[config.mk]
export PLATFORM = sky130hd
export DESIGN_NAME = paged_reg_seq
export DESIGN_NICKNAME = d
export VERILOG_FILES = /design/src/rtl/prs_pkg.sv /design/src/rtl/prs_page_cache.sv /design/src/rtl/prs_gap_timer.sv /design/src/rtl/prs_rd_assembler.sv /design/src/rtl/paged_reg_seq.sv
export SDC_FILE = /design/constraint.sdc
export NUM_CORES = 1
export LEC_CHECK = 0
export ABC_CLOCK_PERIOD_IN_PS = 3400
export BUFFER_PORTS_ARGS = -buffer_cell sky130_fd_sc_hd__buf_2
export CORE_ASPECT_RATIO = 0.5
export CORE_UTILIZATION = 42
export CTS_CLUSTER_DIAMETER = 80
export DETAILED_ROUTE_END_ITERATION = 6
export PLACE_DENSITY = 0.66
export SLEW_MARGIN = 20
export SYNTH_ARGS = -nofsm -noshare
export SYNTH_HDL_FRONTEND = slang
export SYNTH_SLANG_ARGS = --single-unit
[constraint.sdc]
create_clock -name clk -period 3.4 [get_ports clk]
set_input_delay 0.68 -clock clk [delete_from_list [all_inputs] [get_ports clk]]
set_output_delay 0.68 -clock clk [all_outputs]
set_load 0.01 [all_outputs]
[src/rtl/prs_pkg.sv]
package prs_pkg;

   // register numbers seen by the paged register file
   localparam logic [4:0] REG_PAGE = 5'h10;
   localparam logic [4:0] REG_CMD  = 5'h11;
   localparam logic [4:0] REG_WIN0 = 5'h18;

   typedef enum logic [2:0] {
      ACC_W8  = 3'd0,
      ACC_W16 = 3'd1,
      ACC_W32 = 3'd2,
      ACC_W48 = 3'd3,
      ACC_W64 = 3'd4
   } acc_width_e;

   typedef enum logic [2:0] {
      S_IDLE,
      S_WDATA,
      S_PAGE,
      S_CMD,
      S_POLL,
      S_GAP,
      S_RDATA,
      S_DONE
   } seq_state_e;

   // number of 16-bit windows an access width needs
   function automatic int win_count(input logic [2:0] w);
      case (w)
         ACC_W8:  return 1;
         ACC_W16: return 1;
         ACC_W32: return 2;
         ACC_W48: return 3;
         default: return 4;
      endcase
   endfunction

endpackage

[src/rtl/prs_page_cache.sv]
module prs_page_cache #(
   parameter int PAGE_W = 8
) (
   input  logic              clk,
   input  logic              rst_n,
   input  logic [PAGE_W-1:0] probe_page,
   input  logic              load,
   input  logic [PAGE_W-1:0] load_page,
   input  logic              inval,
   output logic              hit
);

   logic              used_q;
   logic [PAGE_W-1:0] page_q;

   always_ff @(posedge clk) begin
      if (!rst_n) begin
         used_q <= 1'b0;
         page_q <= '1;
      end else if (inval) begin
         used_q <= 1'b0;
         page_q <= '1;
      end else if (load) begin
         used_q <= 1'b1;
         page_q <= load_page;
      end
   end

   assign hit = used_q && (page_q == probe_page);

endmodule

[src/rtl/prs_gap_timer.sv]
module prs_gap_timer #(
   parameter int GAP = 8
) (
   input  logic clk,
   input  logic rst_n,
   input  logic start,
   output logic expired
);

   localparam int CW = (GAP > 1) ? $clog2(GAP) : 1;

   generate
      if (GAP < 1) begin : g_bad_gap
         $error("prs_gap_timer: GAP must be at least 1");
      end
   endgenerate

   logic [CW-1:0] cnt_q;

   always_ff @(posedge clk) begin
      if (!rst_n) begin
         cnt_q <= '0;
      end else if (start) begin
         cnt_q <= CW'(GAP - 1);
      end else if (cnt_q != '0) begin
         cnt_q <= cnt_q - 1'b1;
      end
   end

   assign expired = (cnt_q == '0);

endmodule

[src/rtl/prs_rd_assembler.sv]
module prs_rd_assembler #(
   parameter int WIN_MAX = 4
) (
   input  logic                 clk,
   input  logic                 rst_n,
   input  logic                 clear,
   input  logic                 load,
   input  logic [$clog2(WIN_MAX)-1:0] idx,
   input  logic                 byte_only,
   input  logic [15:0]          win_data,
   output logic [16*WIN_MAX-1:0] data
);

   logic [15:0] win_q [WIN_MAX];

   generate
      for (genvar i = 0; i < WIN_MAX; i++) begin : g_win
         logic [15:0] fill;
         if (i == 0) begin : g_low
            assign fill = byte_only ? {8'h00, win_data[7:0]} : win_data;
         end else begin : g_high
            assign fill = win_data;
         end

         always_ff @(posedge clk) begin
            if (!rst_n || clear) begin
               win_q[i] <= '0;
            end else if (load && (int'(idx) == i)) begin
               win_q[i] <= fill;
            end
         end

         assign data[16*i +: 16] = win_q[i];
      end
   endgenerate

endmodule

[src/rtl/paged_reg_seq.sv]
module paged_reg_seq
   import prs_pkg::*;
#(
   parameter logic [4:0] PHY_ADDR   = 5'h1E,
   parameter int         PAGE_W     = 8,
   parameter int         WIN_MAX    = 4,
   parameter int         POLL_LIMIT = 5,
   parameter int         POLL_GAP   = 8
) (
   input  logic                   clk,
   input  logic                   rst_n,
   input  logic                   req_valid,
   output logic                   req_ready,
   input  logic [PAGE_W-1:0]      req_page,
   input  logic [7:0]             req_offset,
   input  logic [2:0]             req_width,
   input  logic                   req_write,
   input  logic [16*WIN_MAX-1:0]  req_wdata,
   output logic                   done,
   output logic                   done_err,
   output logic [16*WIN_MAX-1:0]  done_rdata,
   output logic                   mm_req,
   output logic                   mm_write,
   output logic [4:0]             mm_phy,
   output logic [4:0]             mm_reg,
   output logic [15:0]            mm_wdata,
   input  logic                   mm_ack,
   input  logic                   mm_err,
   input  logic [15:0]            mm_rdata
);

   localparam int DATA_W = 16 * WIN_MAX;
   localparam int IW     = $clog2(WIN_MAX);
   localparam int PW     = $clog2(POLL_LIMIT + 1);

   generate
      if (PAGE_W < 1 || PAGE_W > 8) begin : g_bad_page
         $error("paged_reg_seq: PAGE_W must lie in 1..8");
      end
      if (WIN_MAX < 2 || WIN_MAX > 8) begin : g_bad_win
         $error("paged_reg_seq: WIN_MAX must lie in 2..8");
      end
      if (POLL_LIMIT < 1) begin : g_bad_limit
         $error("paged_reg_seq: POLL_LIMIT must be at least 1");
      end
   endgenerate

   function automatic logic [IW-1:0] last_index(input logic [2:0] w);
      int n;
      n = win_count(w);
      if (n > WIN_MAX) n = WIN_MAX;
      return IW'(n - 1);
   endfunction

   // captured request
   seq_state_e         st_q, st_nxt;
   logic [PAGE_W-1:0]  pg_q;
   logic [7:0]         off_q;
   logic               wr_q;
   logic               byte_q;
   logic [IW-1:0]      lastidx_q;
   logic [DATA_W-1:0]  wdata_q;
   logic [IW-1:0]      idx_q;
   logic [PW-1:0]      poll_q;
   logic               err_q;

   // control strobes
   logic take, idx_clr, idx_inc, poll_clr, poll_inc;
   logic gap_start, gap_expired, cache_load, set_fail, asm_load, hit;
   logic [PAGE_W-1:0] probe_page;
   logic [DATA_W-1:0] asm_data;
   logic [15:0]       wwin [WIN_MAX];
   logic              last_win;

   generate
      for (genvar i = 0; i < WIN_MAX; i++) begin : g_wslice
         assign wwin[i] = wdata_q[16*i +: 16];
      end
   endgenerate

   assign probe_page = (st_q == S_IDLE) ? req_page : pg_q;
   assign last_win   = (idx_q == lastidx_q);

   prs_page_cache #(.PAGE_W(PAGE_W)) u_cache (
      .clk        (clk),
      .rst_n      (rst_n),
      .probe_page (probe_page),
      .load       (cache_load),
      .load_page  (pg_q),
      .inval      (set_fail),
      .hit        (hit)
   );

   prs_gap_timer #(.GAP(POLL_GAP)) u_gap (
      .clk     (clk),
      .rst_n   (rst_n),
      .start   (gap_start),
      .expired (gap_expired)
   );

   prs_rd_assembler #(.WIN_MAX(WIN_MAX)) u_asm (
      .clk       (clk),
      .rst_n     (rst_n),
      .clear     (take),
      .load      (asm_load),
      .idx       (idx_q),
      .byte_only (byte_q),
      .win_data  (mm_rdata),
      .data      (asm_data)
   );

   always_comb begin
      st_nxt     = st_q;
      mm_req     = 1'b0;
      mm_write   = 1'b0;
      mm_reg     = REG_PAGE;
      mm_wdata   = '0;
      take       = 1'b0;
      idx_clr    = 1'b0;
      idx_inc    = 1'b0;
      poll_clr   = 1'b0;
      poll_inc   = 1'b0;
      gap_start  = 1'b0;
      cache_load = 1'b0;
      set_fail   = 1'b0;
      asm_load   = 1'b0;
      unique case (st_q)
         S_IDLE: begin
            if (req_valid) begin
               take    = 1'b1;
               idx_clr = 1'b1;
               if (req_write) st_nxt = S_WDATA;
               else           st_nxt = hit ? S_CMD : S_PAGE;
            end
         end
         S_WDATA: begin
            mm_req   = 1'b1;
            mm_write = 1'b1;
            mm_reg   = REG_WIN0 + 5'(idx_q);
            mm_wdata = wwin[idx_q];
            if (mm_ack) begin
               if (mm_err)        set_fail = 1'b1;
               else if (last_win) st_nxt = hit ? S_CMD : S_PAGE;
               else               idx_inc = 1'b1;
            end
         end
         S_PAGE: begin
            mm_req   = 1'b1;
            mm_write = 1'b1;
            mm_reg   = REG_PAGE;
            mm_wdata = {8'(pg_q), 8'h01};
            if (mm_ack) begin
               if (mm_err) set_fail = 1'b1;
               else begin
                  cache_load = 1'b1;
                  st_nxt     = S_CMD;
               end
            end
         end
         S_CMD: begin
            mm_req   = 1'b1;
            mm_write = 1'b1;
            mm_reg   = REG_CMD;
            mm_wdata = {off_q, 6'b0, ~wr_q, wr_q};
            if (mm_ack) begin
               if (mm_err) set_fail = 1'b1;
               else begin
                  poll_clr = 1'b1;
                  st_nxt   = S_POLL;
               end
            end
         end
         S_POLL: begin
            mm_req = 1'b1;
            mm_reg = REG_CMD;
            if (mm_ack) begin
               if (mm_err) set_fail = 1'b1;
               else if (mm_rdata[1:0] == 2'b00) begin
                  if (wr_q) st_nxt = S_DONE;
                  else begin
                     idx_clr = 1'b1;
                     st_nxt  = S_RDATA;
                  end
               end else if (poll_q == PW'(POLL_LIMIT - 1)) begin
                  set_fail = 1'b1;
               end else begin
                  poll_inc  = 1'b1;
                  gap_start = 1'b1;
                  st_nxt    = S_GAP;
               end
            end
         end
         S_GAP: begin
            if (gap_expired) st_nxt = S_POLL;
         end
         S_RDATA: begin
            mm_req = 1'b1;
            mm_reg = REG_WIN0 + 5'(idx_q);
            if (mm_ack) begin
               if (mm_err) set_fail = 1'b1;
               else begin
                  asm_load = 1'b1;
                  if (last_win) st_nxt = S_DONE;
                  else          idx_inc = 1'b1;
               end
            end
         end
         S_DONE: st_nxt = S_IDLE;
         default: st_nxt = S_IDLE;
      endcase
      if (set_fail) st_nxt = S_DONE;
   end

   always_ff @(posedge clk) begin
      if (!rst_n) begin
         st_q      <= S_IDLE;
         pg_q      <= '0;
         off_q     <= '0;
         wr_q      <= 1'b0;
         byte_q    <= 1'b0;
         lastidx_q <= '0;
         wdata_q   <= '0;
         idx_q     <= '0;
         poll_q    <= '0;
         err_q     <= 1'b0;
      end else begin
         st_q <= st_nxt;
         if (take) begin
            pg_q      <= req_page;
            off_q     <= req_offset;
            wr_q      <= req_write;
            byte_q    <= (req_width == ACC_W8);
            lastidx_q <= last_index(req_width);
            wdata_q   <= req_wdata;
            err_q     <= 1'b0;
         end
         if (idx_clr)      idx_q <= '0;
         else if (idx_inc) idx_q <= idx_q + 1'b1;
         if (poll_clr)      poll_q <= '0;
         else if (poll_inc) poll_q <= poll_q + 1'b1;
         if (set_fail) err_q <= 1'b1;
      end
   end

   assign mm_phy     = PHY_ADDR;
   assign req_ready  = (st_q == S_IDLE);
   assign done       = (st_q == S_DONE);
   assign done_err   = err_q;
   assign done_rdata = (err_q || wr_q) ? '0 : asm_data;

endmodule

After elaboration in Yosys (flattened, before gate mapping)
Memories as Yosys holds them, arrays and structs flattened.
Cells that the tools add are included.
Storage, ports and cells
  flip-flop bits (word level): 105
  RAM bits: 64
  input port bits: 105
  output and inout port bits: 95
  word-level logic and storage cells: 172
  memories: 1
Memory list
  u_asm.win_q: words 4, width 16, read ports 4, clocked after memory_dff 0, wr ports 4, RTL line prs_rd_assembler.sv:14  | logic [15:0] win_q [WIN_MAX];
Cells by class
  add/sub/neg operators: 5
  magnitude comparators: 2
  equality and inequality tests: 31
  mux-type cells: 87
  bitwise operators: 7
  reductions and logical operators: 26
Operators by type and width (number)
  $mux 16: 7
  $mux 32: 2
  $mux 64: 1
  $mux 3: 19
  $pmux 16 s3: 1
  $mux 1: 46
  $ne 3x3->1 const B: 13
  $bmux 16 s2: 1
  $gt 32x4->1 const B: 1
  $pmux 3 s8: 1
  $eq 3x3->1 const B: 5
  $reduce_and 15->1: 1
  $eq 3x2->1 const B: 4
  $reduce_or 2->1: 6
  $pmux 5 s2: 1
  $logic_not 3->1: 3
  $pmux 3 s3: 1
  $eq 8x8->1: 1
  $mux 2: 4
  $mux 8: 1
  $eq 3x1->1 const B: 2
  $add 4x3->5 const A: 1
  $logic_and 1x1->1: 5
  $reduce_or 5->1: 1
  21 further kinds: 30

Logic depth before layout (Yosys ltp)
Gate-level depths: netlist (run 1).
  word-level depth: 10
  gate-level depth with buffers: 8
  mapped depth without buffers: 8

By module
A second synthesis (run 1) with hierarchy kept.
Second synthesis, totals
  cells, all modules: 835
  area total of the unflattened synthesis: 8194.1 um^2
By module, submodules not included
  paged_reg_seq: times used 1, cells each 618, area an instance 5048.6 um^2, seq. area each 1861.8 um^2
  prs_rd_assembler: times used 1, cells each 159, area an instance 2557.5 um^2, seq. area each 1921.8 um^2
  prs_page_cache: times used 1, cells each 41, area an instance 414.1 um^2, seq. area each 180.2 um^2
  prs_gap_timer: times used 1, cells each 17, area an instance 173.9 um^2, seq. area each 60.1 um^2

Least setup slack after synthesis (run 1)
No wires, ideal clock.
  kind: register to output
  from: register idx_q[1]
  to: output port mm_wdata[4]
  data arrival time: 1.516 ns
  required time: 2.720 ns
  setup slack: 1.204 ns
  stages on the path, launching flop included: 5
  buffers on the path: 2
  cell sequence: dfxtp_1 -> buf_2 -> buf_2 -> mux4_2 -> nor2b_1
On the way
  word-level cells in the longest chain between the ends: 5
RTL lines
  start: declaration: RTL line paged_reg_seq.sv:63  | logic [IW-1:0] idx_q;
  start signal: assignment: RTL line paged_reg_seq.sv:238  | else if (idx_inc) idx_q <= idx_q + 1'b1;
  $not 2->3 (implied by the code): RTL line paged_reg_seq.sv:140  | mm_wdata = wwin[idx_q];
  $bmux 16 s2: RTL line paged_reg_seq.sv:140
  $mux 16 (implied by the code) (2 in a row): RTL line paged_reg_seq.sv:140
  $pmux 16 s3: RTL line paged_reg_seq.sv:127  | unique case (st_q)
  end: declaration: RTL line paged_reg_seq.sv:26  | output logic [15:0] mm_wdata,
Every way passes these cells. The select of a mux whose other input is x is not followed.

Worst setup path in the final report (run 1)
  from: register idx_q[1]
  to: output port mm_wdata[5]
The elaborated chain is that of the path after synthesis.

==> flow_summary.toml, run 1 <==
[setup_path]
cp.buffers_inverters = 2
required_ns = 2.72
reg2regPathDepth = 6
end_kind = "output pin"
timing.reg2reg.setup_slack_ns = 0.74
slowest_delay_ns = 0.77
critPathKind = "reg2out"
startpoint_type = "register"
rr_startpoint = "st_q[2]"
r2r-end = "u_asm.win_q[0][16]"
slowest_stage = "dfxtp_1"
cp_max_fo = 13
worstPathCellList = "buf_4 > mux4_2 > nor2b_1 > buf_2"
critPathTopFamily = "flip-flops"
arrival_ns = 2.36

[global_route]
grt_pass1_wl_um = 30500
antenna_found_initial = 1
grt_use_total_pct = 20.0
grt_pass1_vias = 5772
overflow = 0
grt_max_degree = 94

[detailed_routing]
via_per_inst = 4.85
routed_wl_um = 19500
drt-initial-drc-count = 327
ant_nets = 0
wire_per_inst_um = 15.4
drt_pass1_iterations = 5
vias = 6148
drc = 0

[power]
net-switching-power_mw = 2.29
pwr-share-seq_pct = 41.2
p_int_mw = 4.30
p_comb_share_pct = 30.6
power.leakage_nw = 4.13
clock_power_share_pct = 28.2
p_sw_share_pct = 34.7
ir_drop_mv = 0.433
power.density_nw_per_um2 = 671
power_mw = 6.58

[clock_tree]
cts_resized = 0
tritoncts = "yes"
cts_max_level = 4
clock_latency_ns = 0.43
postCtsHoldBufs = 0
root_buffer = "clkbuf_16"
cts_setup_buffers = 0
clockBufferDepth = 2
clk_pin_slew_worst_paths_ns = 0.07
cts_made_buffers = 17
clock-sinks = 169

[timing]
period_share_pct = 89.3
finalHoldViolCount = 0
finalWorstSetupSlack_ns = 0.363
clock_skew_ns = 0.0129
max_freq_mhz = 329
slew_violations = 0
slew_headroom_pct = 42.0
setup_viol = 0
post-route-min-period_ns = 3.04
timing.hold.ws_ns = 0.454
tns_ns = 0
tightest_slew_ns = 0.871
rsz0062_at_grt = "no"

[layout]
fin_cells = 1268
final_area_um2 = 9810
area_delta_synth_final_pct = 20.2
n_antenna_cell = 0
post-route-util_pct = 52.5
nets = 1109
drive_above_1_share_pct = 27.7

[synth]
syn-instance-count = 832
syn_area_per_cell_um2 = 9.81
synthFlopType = "dfxtp_1"
synth_area_um2 = 8160
yosys_warnings = 0
synth_cell_types = 62
ys_ff_latch = 169
seq_area_frac_synth_pct = 49.3
synthArstFlopShare_pct = 0
synth_edf_count = 64

[place]
io_buffers = 192
dpl_worst_slack_ns = 0.773
placed_cell_area_um2 = 9250
placed_cells_incl_taps = 1236
gp_congestion = 0.921
hpwl_um = 13900

[floorplan]
initial_utilization_pct = 43.6
die_y_um = 101
coreArea_um2 = 18700
io_pins = 200
fp.dieW_um = 199
rows = 35
die_area_um2 = 20000

[status]
status = "completed"

[worst_hold_path]
min_from = "wdata_q[38]"
holdPathStages = 2
worstHoldEndpoint = "wdata_q[38]"
holdCritPathClass = "reg2reg"

[run]
drv_cap = 0
-- cells in the mapped netlist, types with 4 or more instances --
master / count / area, um2
a21oi_1: 11 / 55.1
a22oi_1: 8 / 60.1
mux2_2: 7 / 78.8
o22ai_1: 5 / 31.3
a21boi_1: 50 / 375
dfxtp_1: 105 / 2100
inv_1: 18 / 67.6
clkbuf_1: 31 / 116
buf_2: 20 / 100
and2_1: 132 / 826
mux4_2: 16 / 360
nor2b_1: 9 / 56.3
ha_1: 8 / 100
a21boi_0: 35 / 263
nor3_1: 4 / 20.0
mux2i_1: 10 / 100
buf_4: 9 / 67.6
edfxtp_1: 64 / 1920
o21ai_0: 8 / 40.0
o211ai_1: 6 / 45.0
nand2_1: 192 / 721
nor2_1: 22 / 82.6
xnor2_1: 9 / 78.8
-- logic make-up (layout without fill, tap and decap cells) --
group | after synthesis | after routing | synth area share [%]
muxes | 33 | 33 | 6.61
adders and majority gates | 8 | 8 | 1.23
other | 2 | 7 | 0.0920
DFF | 169 | 169 | 49.3
xor gates and xnor gates | 12 | 12 | 1.29
and+or+nand+nor | 380 | 380 | 23.4
buffers and inverters | 83 | 255 | 4.81
AOI/OAI and AO/OA | 145 | 145 | 13.3
-- power groups by stage --
stage | combinational [mW] | clock (mW) | sequential (mW)
after floorplan | 1.49 | 0 | 2.65
after global placement | 2.00 | 0 | 2.75
after detailed placement | 2.03 | 0 | 2.76
after CTS | 2.03 | 1.89 | 2.71
after global routing | 2.25 | 1.98 | 2.76
final | 2.01 | 1.86 | 2.71
-- registers in the layout, summed over array words and instances (netlist names) --
register / flops
u_asm.win_q: 64
wdata_q: 64
off_q: 8
pg_q: 8
u_cache.page_q: 8
poll_q: 3
st_q: 3
u_gap.cnt_q: 3
idx_q: 2
lastidx_q: 2
byte_q: 1
done_err: 1
u_cache.used_q: 1
wr_q: 1
-- how the worst max path moves through the flow --
stage	endpoint	startpoint	slack [ns]	cells past startpoint
floorplan	mm_wdata[4]	idx_q[1]	1.20	4
global placement	mm_wdata[5]	idx_q[1]	0.81	4
detailed placement	u_asm.win_q[1][28]	st_q[2]	0.77	6
CTS	mm_wdata[5]	idx_q[1]	0.32	4
global route	mm_wdata[5]	idx_q[1]	0.22	4
finish	mm_wdata[5]	idx_q[1]	0.36	4
-- final cells by class --
cell class | instances | area (um2)
clock buffers | 19 | 453
clock inverters | 13 | 109
fillers | 1752 | 8890
inverters | 19 | 71.3
multi-input cells | 585 | 3770
flip-flops and latches | 169 | 4020
well taps | 259 | 324
repair buffers | 204 | 1060
-- per-layer routing --
layer,global-route usage [%],up-vias,share of wire (%)
li1,-,3108,-
met1,27.2,2843,48
met2,31.0,178,44
met3,5.45,19,6.3
met4,6.27,0,1.3
met5,0,-,0
-- worst min-delay path, stage by stage, from the launching register on --
cell      delay (ns)
dfxtp_1         0.31
nand2_1         0.05
a21boi_1        0.05
-- cell usage in the layout (no fill, tap or decap), types with 4 or more instances in the layout --
cell type	n
a21boi_0	35
a21boi_1	50
a21oi_1	11
a22oi_1	8
and2_1	131
buf_2	192
buf_4	11
clkbuf_16	17
conb_1	7
dfxtp_1	105
edfxtp_1	64
ha_1	8
inv_1	18
inv_6	6
mux2_2	7
mux2i_1	10
mux4_2	16
nand2_1	192
nor2_1	21
nor2b_1	9
nor3_1	4
o211ai_1	6
o21ai_0	8
o22ai_1	5
xnor2_1	9
Note: power is estimated with default switching activity, not from simulation.
==> run 2: changes to the inputs <==
--- a/config.mk
+++ b/config.mk
@@ -5,13 +5,13 @@
 export SDC_FILE = /design/constraint.sdc
 export NUM_CORES = 1
 export LEC_CHECK = 0
-export ABC_CLOCK_PERIOD_IN_PS = 3400
+export ABC_CLOCK_PERIOD_IN_PS = 2450
 export BUFFER_PORTS_ARGS = -buffer_cell sky130_fd_sc_hd__buf_2
 export CORE_ASPECT_RATIO = 0.5
 export CORE_UTILIZATION = 42
 export CTS_CLUSTER_DIAMETER = 80
 export DETAILED_ROUTE_END_ITERATION = 6
-export PLACE_DENSITY = 0.66
+export PLACE_DENSITY = 0.69
 export SLEW_MARGIN = 20
 export SYNTH_ARGS = -nofsm -noshare
 export SYNTH_HDL_FRONTEND = slang
==> constraint.sdc (replaced) <==
create_clock -name clk -period 2.45 [get_ports clk]
set_input_delay 0.49 -clock clk [delete_from_list [all_inputs] [get_ports clk]]
set_output_delay 0.49 -clock clk [all_outputs]
set_load 0.01 [all_outputs]
==> flow_summary.toml, run 2 (synthesis results as in run 1) <==
[global_route]
overflow = 0
grt_pass1_wl_um = 30700
grt_use_total_pct = 20.0
grt_max_degree = 82
grt_pass1_vias = 5854
antenna_found_initial = 0

[setup_path]
crit_end = "mm_wdata[1]"
worstPathCellList = "buf_12 > mux4_2 > mux2i_1 > nor3_1 > buf_2"
end_kind = "output pin"
critPathLaunch = "idx_q[1]"
path_depth = 5
critPathTopFamily = "multiplexers"
timing.reg2reg.setup_slack_ns = 0.47
required_ns = 1.96
startpoint_type = "register"
cp_max_fo = 12
slowest_stage = "mux4_2"
slowest_delay_ns = 0.51
r2r-end = "u_cache.page_q[2]"
reg2regPathDepth = 5
rr_startpoint = "st_q[1]"
arrival_ns = 1.87
critPathKind = "reg2out"
cp.buffers_inverters = 2

[timing]
clock_skew_ns = 0.00919
max_freq_mhz = 424
setup_viol = 0
finalHoldViolCount = 0
post-route-min-period_ns = 2.36
period_share_pct = 96.3
slew_violations = 0
timing.hold.ws_ns = 0.300
rsz0062_at_grt = "no"
tns_ns = 0

[clock_tree]
clockBufferDepth = 2
root_buffer = "clkbuf_16"
cts_setup_buffers = 0
postCtsHoldBufs = 0
clk_pin_slew_worst_paths_ns = 0.07
cts_max_level = 4
tritoncts = "yes"
clock_latency_ns = 0.43
cts_made_buffers = 17
clock-sinks = 169

[layout]
drive_above_1_share_pct = 29.0
area_delta_synth_final_pct = 22.7
top_regs = "u_asm.win_q x64, wdata_q x64"
fillers = 1668
nets = 1119
multi_input_area_um2 = 3790
layout_common_cells = "192 x nand2_1, 192 x buf_2, 131 x and2_1"
ff_latch_area_um2 = 4030
n_antenna_cell = 0

[power]
p_int_mw = 6.29
pwr-share-seq_pct = 39.7
power.leakage_nw = 4.22
p_comb_share_pct = 31.1
ir_drop_mv = 0.566
p_sw_share_pct = 33.5
net-switching-power_mw = 3.17
power.density_nw_per_um2 = 945
clock_power_share_pct = 29.3

[floorplan]
rows = 35
die_y_um = 101
coreArea_um2 = 18700
die_area_um2 = 20000
initial_utilization_pct = 43.6
fp.dieW_um = 199
io_pins = 200

[place]
io_buffers = 192
hpwl_um = 14400
gp_congestion = 0.864

[worst_hold_path]
holdCritPathClass = "in2reg"

[detailed_routing]
drt-initial-drc-count = 317
wire_per_inst_um = 15.5
drt_pass1_iterations = 5
routed_wl_um = 19800
ant_nets = 0
drc = 0
via_per_inst = 4.96
vias = 6345

[run]
drv_cap = 0

[status]
status = "completed"
==> run 2: cell count changes in the layout (fill, tap and decap cells not counted), sizes merged <==
cell      previous run  this run
clkinvlp             1         0
clkinv               4         5
inv                 27        24
clkbuf              19        20
bufinv               0         2
buf                204       214
==> run 2: power groups by stage <==
stage	clock, mW	combinational [mW]	sequential (mW)
after detailed placement	0	2.93	3.81
after CTS	2.83	2.94	3.75
final	2.77	2.94	3.75
after global placement	0	2.88	3.79
after floorplan	0	2.06	3.68
after global routing	2.93	3.27	3.81
==> run 2: what timing repair did <==
action | in CTS | in global routing
pin swaps | 0 | 1
gates resized for setup | 3 | 12
setup endpoints to repair | 5 | 16
==> run 2: worst min path at each step <==
stage                     slack [ns]  cells past startpoint          end     startpoint
after floorplan                 0.43                      2     off_q[0]       off_q[0]
after global placement          0.44                      2  wdata_q[35]    wdata_q[35]
after detailed placement        0.45                      2  wdata_q[60]    wdata_q[60]
after CTS                       0.28                      3  wdata_q[51]  req_wdata[51]
after global routing            0.29                      3  wdata_q[38]  req_wdata[38]
final                           0.30                      3  wdata_q[37]  req_wdata[37]
==> run 2: cell type report <==
class	count	share of cell area, %
sequential	169	40.2
clock buffer	20	4.77
multi-input combinational	585	37.8
inverter	19	0.712
tap	259	3.24
clock inverter	12	1.34
timing repair buffer	214	11.9
==> run 2: layer usage <==
layer  vias to the layer above  global-route usage, %  wire (um)
met5                         -                      0          0
met4                         0                   5.98        200
met3                        17                   4.55       1190
met2                       175                   31.5       8890
met1                      3024                   27.6       9520
li1                       3129                      -          -
==> run 2: worst register-to-register path: cells and delay by family (launching register included) <==
kind            cells  cell delay [ns]
compound gates      3             0.68
simple gates        2             0.59
flops               1             0.57
==> run 2: through the flow <==
step	instance area, um2	setup WS [ns]	power [mW]	instances	utilization (%)
2_1_floorplan	8180	0.444	5.74	837	-
3_3_place_gp	9350	0.385	6.66	1246	50.0
3_5_place_dp	9350	0.267	6.74	1246	50.0
4_1_cts	9970	0.00501	9.51	1278	53.3
5_1_grt	10000	0.00237	10.0	1278	53.6
6_report	10000	0.0898	9.46	1278	53.6
==> run 3: changes to the inputs <==
--- a/config.mk
+++ b/config.mk
@@ -7,6 +7,7 @@
 export LEC_CHECK = 0
 export ABC_CLOCK_PERIOD_IN_PS = 2450
 export BUFFER_PORTS_ARGS = -buffer_cell sky130_fd_sc_hd__buf_2
+export CAP_MARGIN = 25
 export CORE_ASPECT_RATIO = 0.5
 export CORE_UTILIZATION = 42
 export CTS_CLUSTER_DIAMETER = 80
@@ -15,4 +16,5 @@
 export SLEW_MARGIN = 20
 export SYNTH_ARGS = -nofsm -noshare
 export SYNTH_HDL_FRONTEND = slang
+export SYNTH_HIERARCHICAL = 1
 export SYNTH_SLANG_ARGS = --single-unit
==> flow_summary.toml, run 3 <==
[power]
ir_drop_mv = 0.617
power.density_nw_per_um2 = 928
net-switching-power_mw = 3.21
power.leakage_nw = 4.38
p_int_mw = 6.13
p_comb_share_pct = 33.5
clock_power_share_pct = 27.1
p_sw_share_pct = 34.4
pwr-share-seq_pct = 39.4

[synth]
syn-instance-count = 835
synth_cell_types = 63
ys_ff_latch = 169
syn_area_per_cell_um2 = 9.81
synth_area_um2 = 8190
yosysMostFrequentCell = "nand2_1"
synth_top_cells_by_count = "182 x nand2_1, 105 x dfxtp_1, 74 x a21boi_0"
synthFlopType = "dfxtp_1"
synth_edf_count = 64
yosys_warnings = 6
seq_area_frac_synth_pct = 49.1
synth_top_area_share_pct = 25.7
synthArstFlopShare_pct = 0
synth_area_leader_cell = "dfxtp_1"
synth_area_leaders = "dfxtp_1 26%, edfxtp_1 23%, nand2_1 8.3%"

[layout]
area_delta_synth_final_pct = 22.7
fin_cells = 1282
multi_input_area_um2 = 3800
drive_above_1_share_pct = 29.7
nets = 1118
ff_latch_area_um2 = 4030
final_common_cell = "buf_2"
fillers = 1750
top_regs = "u_asm/win_q x64, wdata_q x64"
layout_common_cells = "192 x buf_2, 181 x nand2_1, 103 x dfxtp_1"

[setup_path]
timing.reg2reg.setup_slack_ns = 0.34
required_ns = 1.96
critPathKind = "reg2out"
cp_max_fo = 5
rr_startpoint = "st_q[2]"
r2r-end = "u_asm/win_q[0][8]"
end_kind = "output pin"
arrival_ns = 1.89
reg2regPathDepth = 6
startpoint_type = "register"

[global_route]
grt_use_total_pct = 20.9
antenna_found_initial = 1
grt_max_degree = 95
grt_pass1_vias = 5957
overflow = 0
grt_pass1_wl_um = 32100

[clock_tree]
tritoncts = "yes"
cts_max_level = 4
clock-sinks = 169
cts_made_buffers = 17
postCtsHoldBufs = 0
root_buffer = "clkbuf_16"
clock_latency_ns = 0.42
clk_pin_slew_worst_paths_ns = 0.07
clockBufferDepth = 2

[status]
status = "completed"

[timing]
post-route-min-period_ns = 2.38
period_share_pct = 97.1
slew_headroom_pct = 40.3
slew_violations = 0
setup_viol = 0
max_freq_mhz = 420
clock_skew_ns = 0.0116
finalWorstSetupSlack_ns = 0.0715
finalHoldViolCount = 0
tightest_slew_ns = 0.896
timing.hold.ws_ns = 0.298
tns_ns = 0

[place]
io_buffers = 192
hpwl_um = 14300
placed_cells_incl_taps = 1244
dpl_worst_slack_ns = 0.267
gp_congestion = 0.877

[floorplan]
die_y_um = 101
initial_utilization_pct = 43.7
rows = 35
io_pins = 200
die_area_um2 = 20100
coreArea_um2 = 18700
fp.dieW_um = 200

[worst_hold_path]
holdCritPathClass = "in2reg"
min_from = "req_wdata[2]"
holdPathStages = 3
worstHoldEndpoint = "wdata_q[2]"

[detailed_routing]
drt_pass1_iterations = 5
ant_nets = 0
drt-initial-drc-count = 437
vias = 6466
routed_wl_um = 21100
via_per_inst = 5.04
drc = 0
wire_per_inst_um = 16.5

[run]
drv_cap = 0
-- run 3: layout make-up --
cell class                 count  area share, %
tap                          259           3.22
timing repair buffer         221           12.7
multi-input combinational    582           37.8
sequential                   169           40.1
antenna                        1         0.0249
clock inverter                11          0.834
inverter                      18          0.672
clock buffer                  21           4.69
-- run 3: critical path, cell delays in order (launching register included) --
cell	delay (ns)
dfxtp_4	0.40
buf_12	0.14
mux4_2	0.55
a21oi_2	0.16
nor2_1	0.06
buf_2	0.16
-- run 3: stage by stage --
step	cell area (um2)	utilization (%)	power [mW]
final	10100	53.7	9.34
after global routing	10100	53.7	9.89
after CTS	10000	53.4	9.41
after detailed placement	9410	50.2	6.85
after global placement	9410	50.2	6.76
after floorplan	8210	-	5.81
-- run 3: repair_timing --
action	in CTS	in global routing
buffers inserted	3	1
gates cloned	0	1
resized for setup	4	6
setup endpoints to repair	13	12
-- run 3: kinds of logic (layout without fill, tap and decap cells) --
family                   Yosys count  count (layout)  synth area share [%]
multiplexers                      42              42                  7.70
AND/OR/NAND/NOR                  389             389                  24.4
XOR/XNOR                          14              14                  1.50
other                              2               8                0.0917
buffers and inverters             89             271                  5.16
adder cells (fa/ha/maj)            4               4                 0.611
AO/OA/AOI/OAI                    126             126                  11.5
flip-flops                       169             169                  49.1
-- run 3: worst max path at each step --
stage	start	to	slack, ns	cells past startpoint
after floorplan	st_q[1]	u_asm/win_q[0][0]	0.05	7
after detailed placement	mm_err	u_asm/win_q[0][12]	0.27	6
after global routing	idx_q[0]	mm_wdata[15]	-0.02	5
after global placement	mm_err	u_asm/win_q[0][10]	0.31	6
final	idx_q[0]	mm_wdata[9]	0.07	5
after CTS	idx_q[0]	mm_wdata[15]	0.002	5
-- run 3: layer usage --
metal / GRT usage, % / vias up / part of all wire, %
li1: - / 3176 / -
met2: 31.5 / 200 / 45
met5: 0 / - / 0
met4: 6.64 / 0 / 1.8
met3: 4.85 / 25 / 6.0
met1: 29.7 / 3065 / 48
-- run 3: power groups by stage --
stage / Combinational (mW) / Sequential (mW) / Clock [mW]
after floorplan: 2.16 / 3.65 / 0
after global placement: 3.05 / 3.72 / 0
after detailed placement: 3.11 / 3.74 / 0
after CTS: 3.14 / 3.68 / 2.59
after global routing: 3.45 / 3.73 / 2.71
final: 3.13 / 3.68 / 2.53
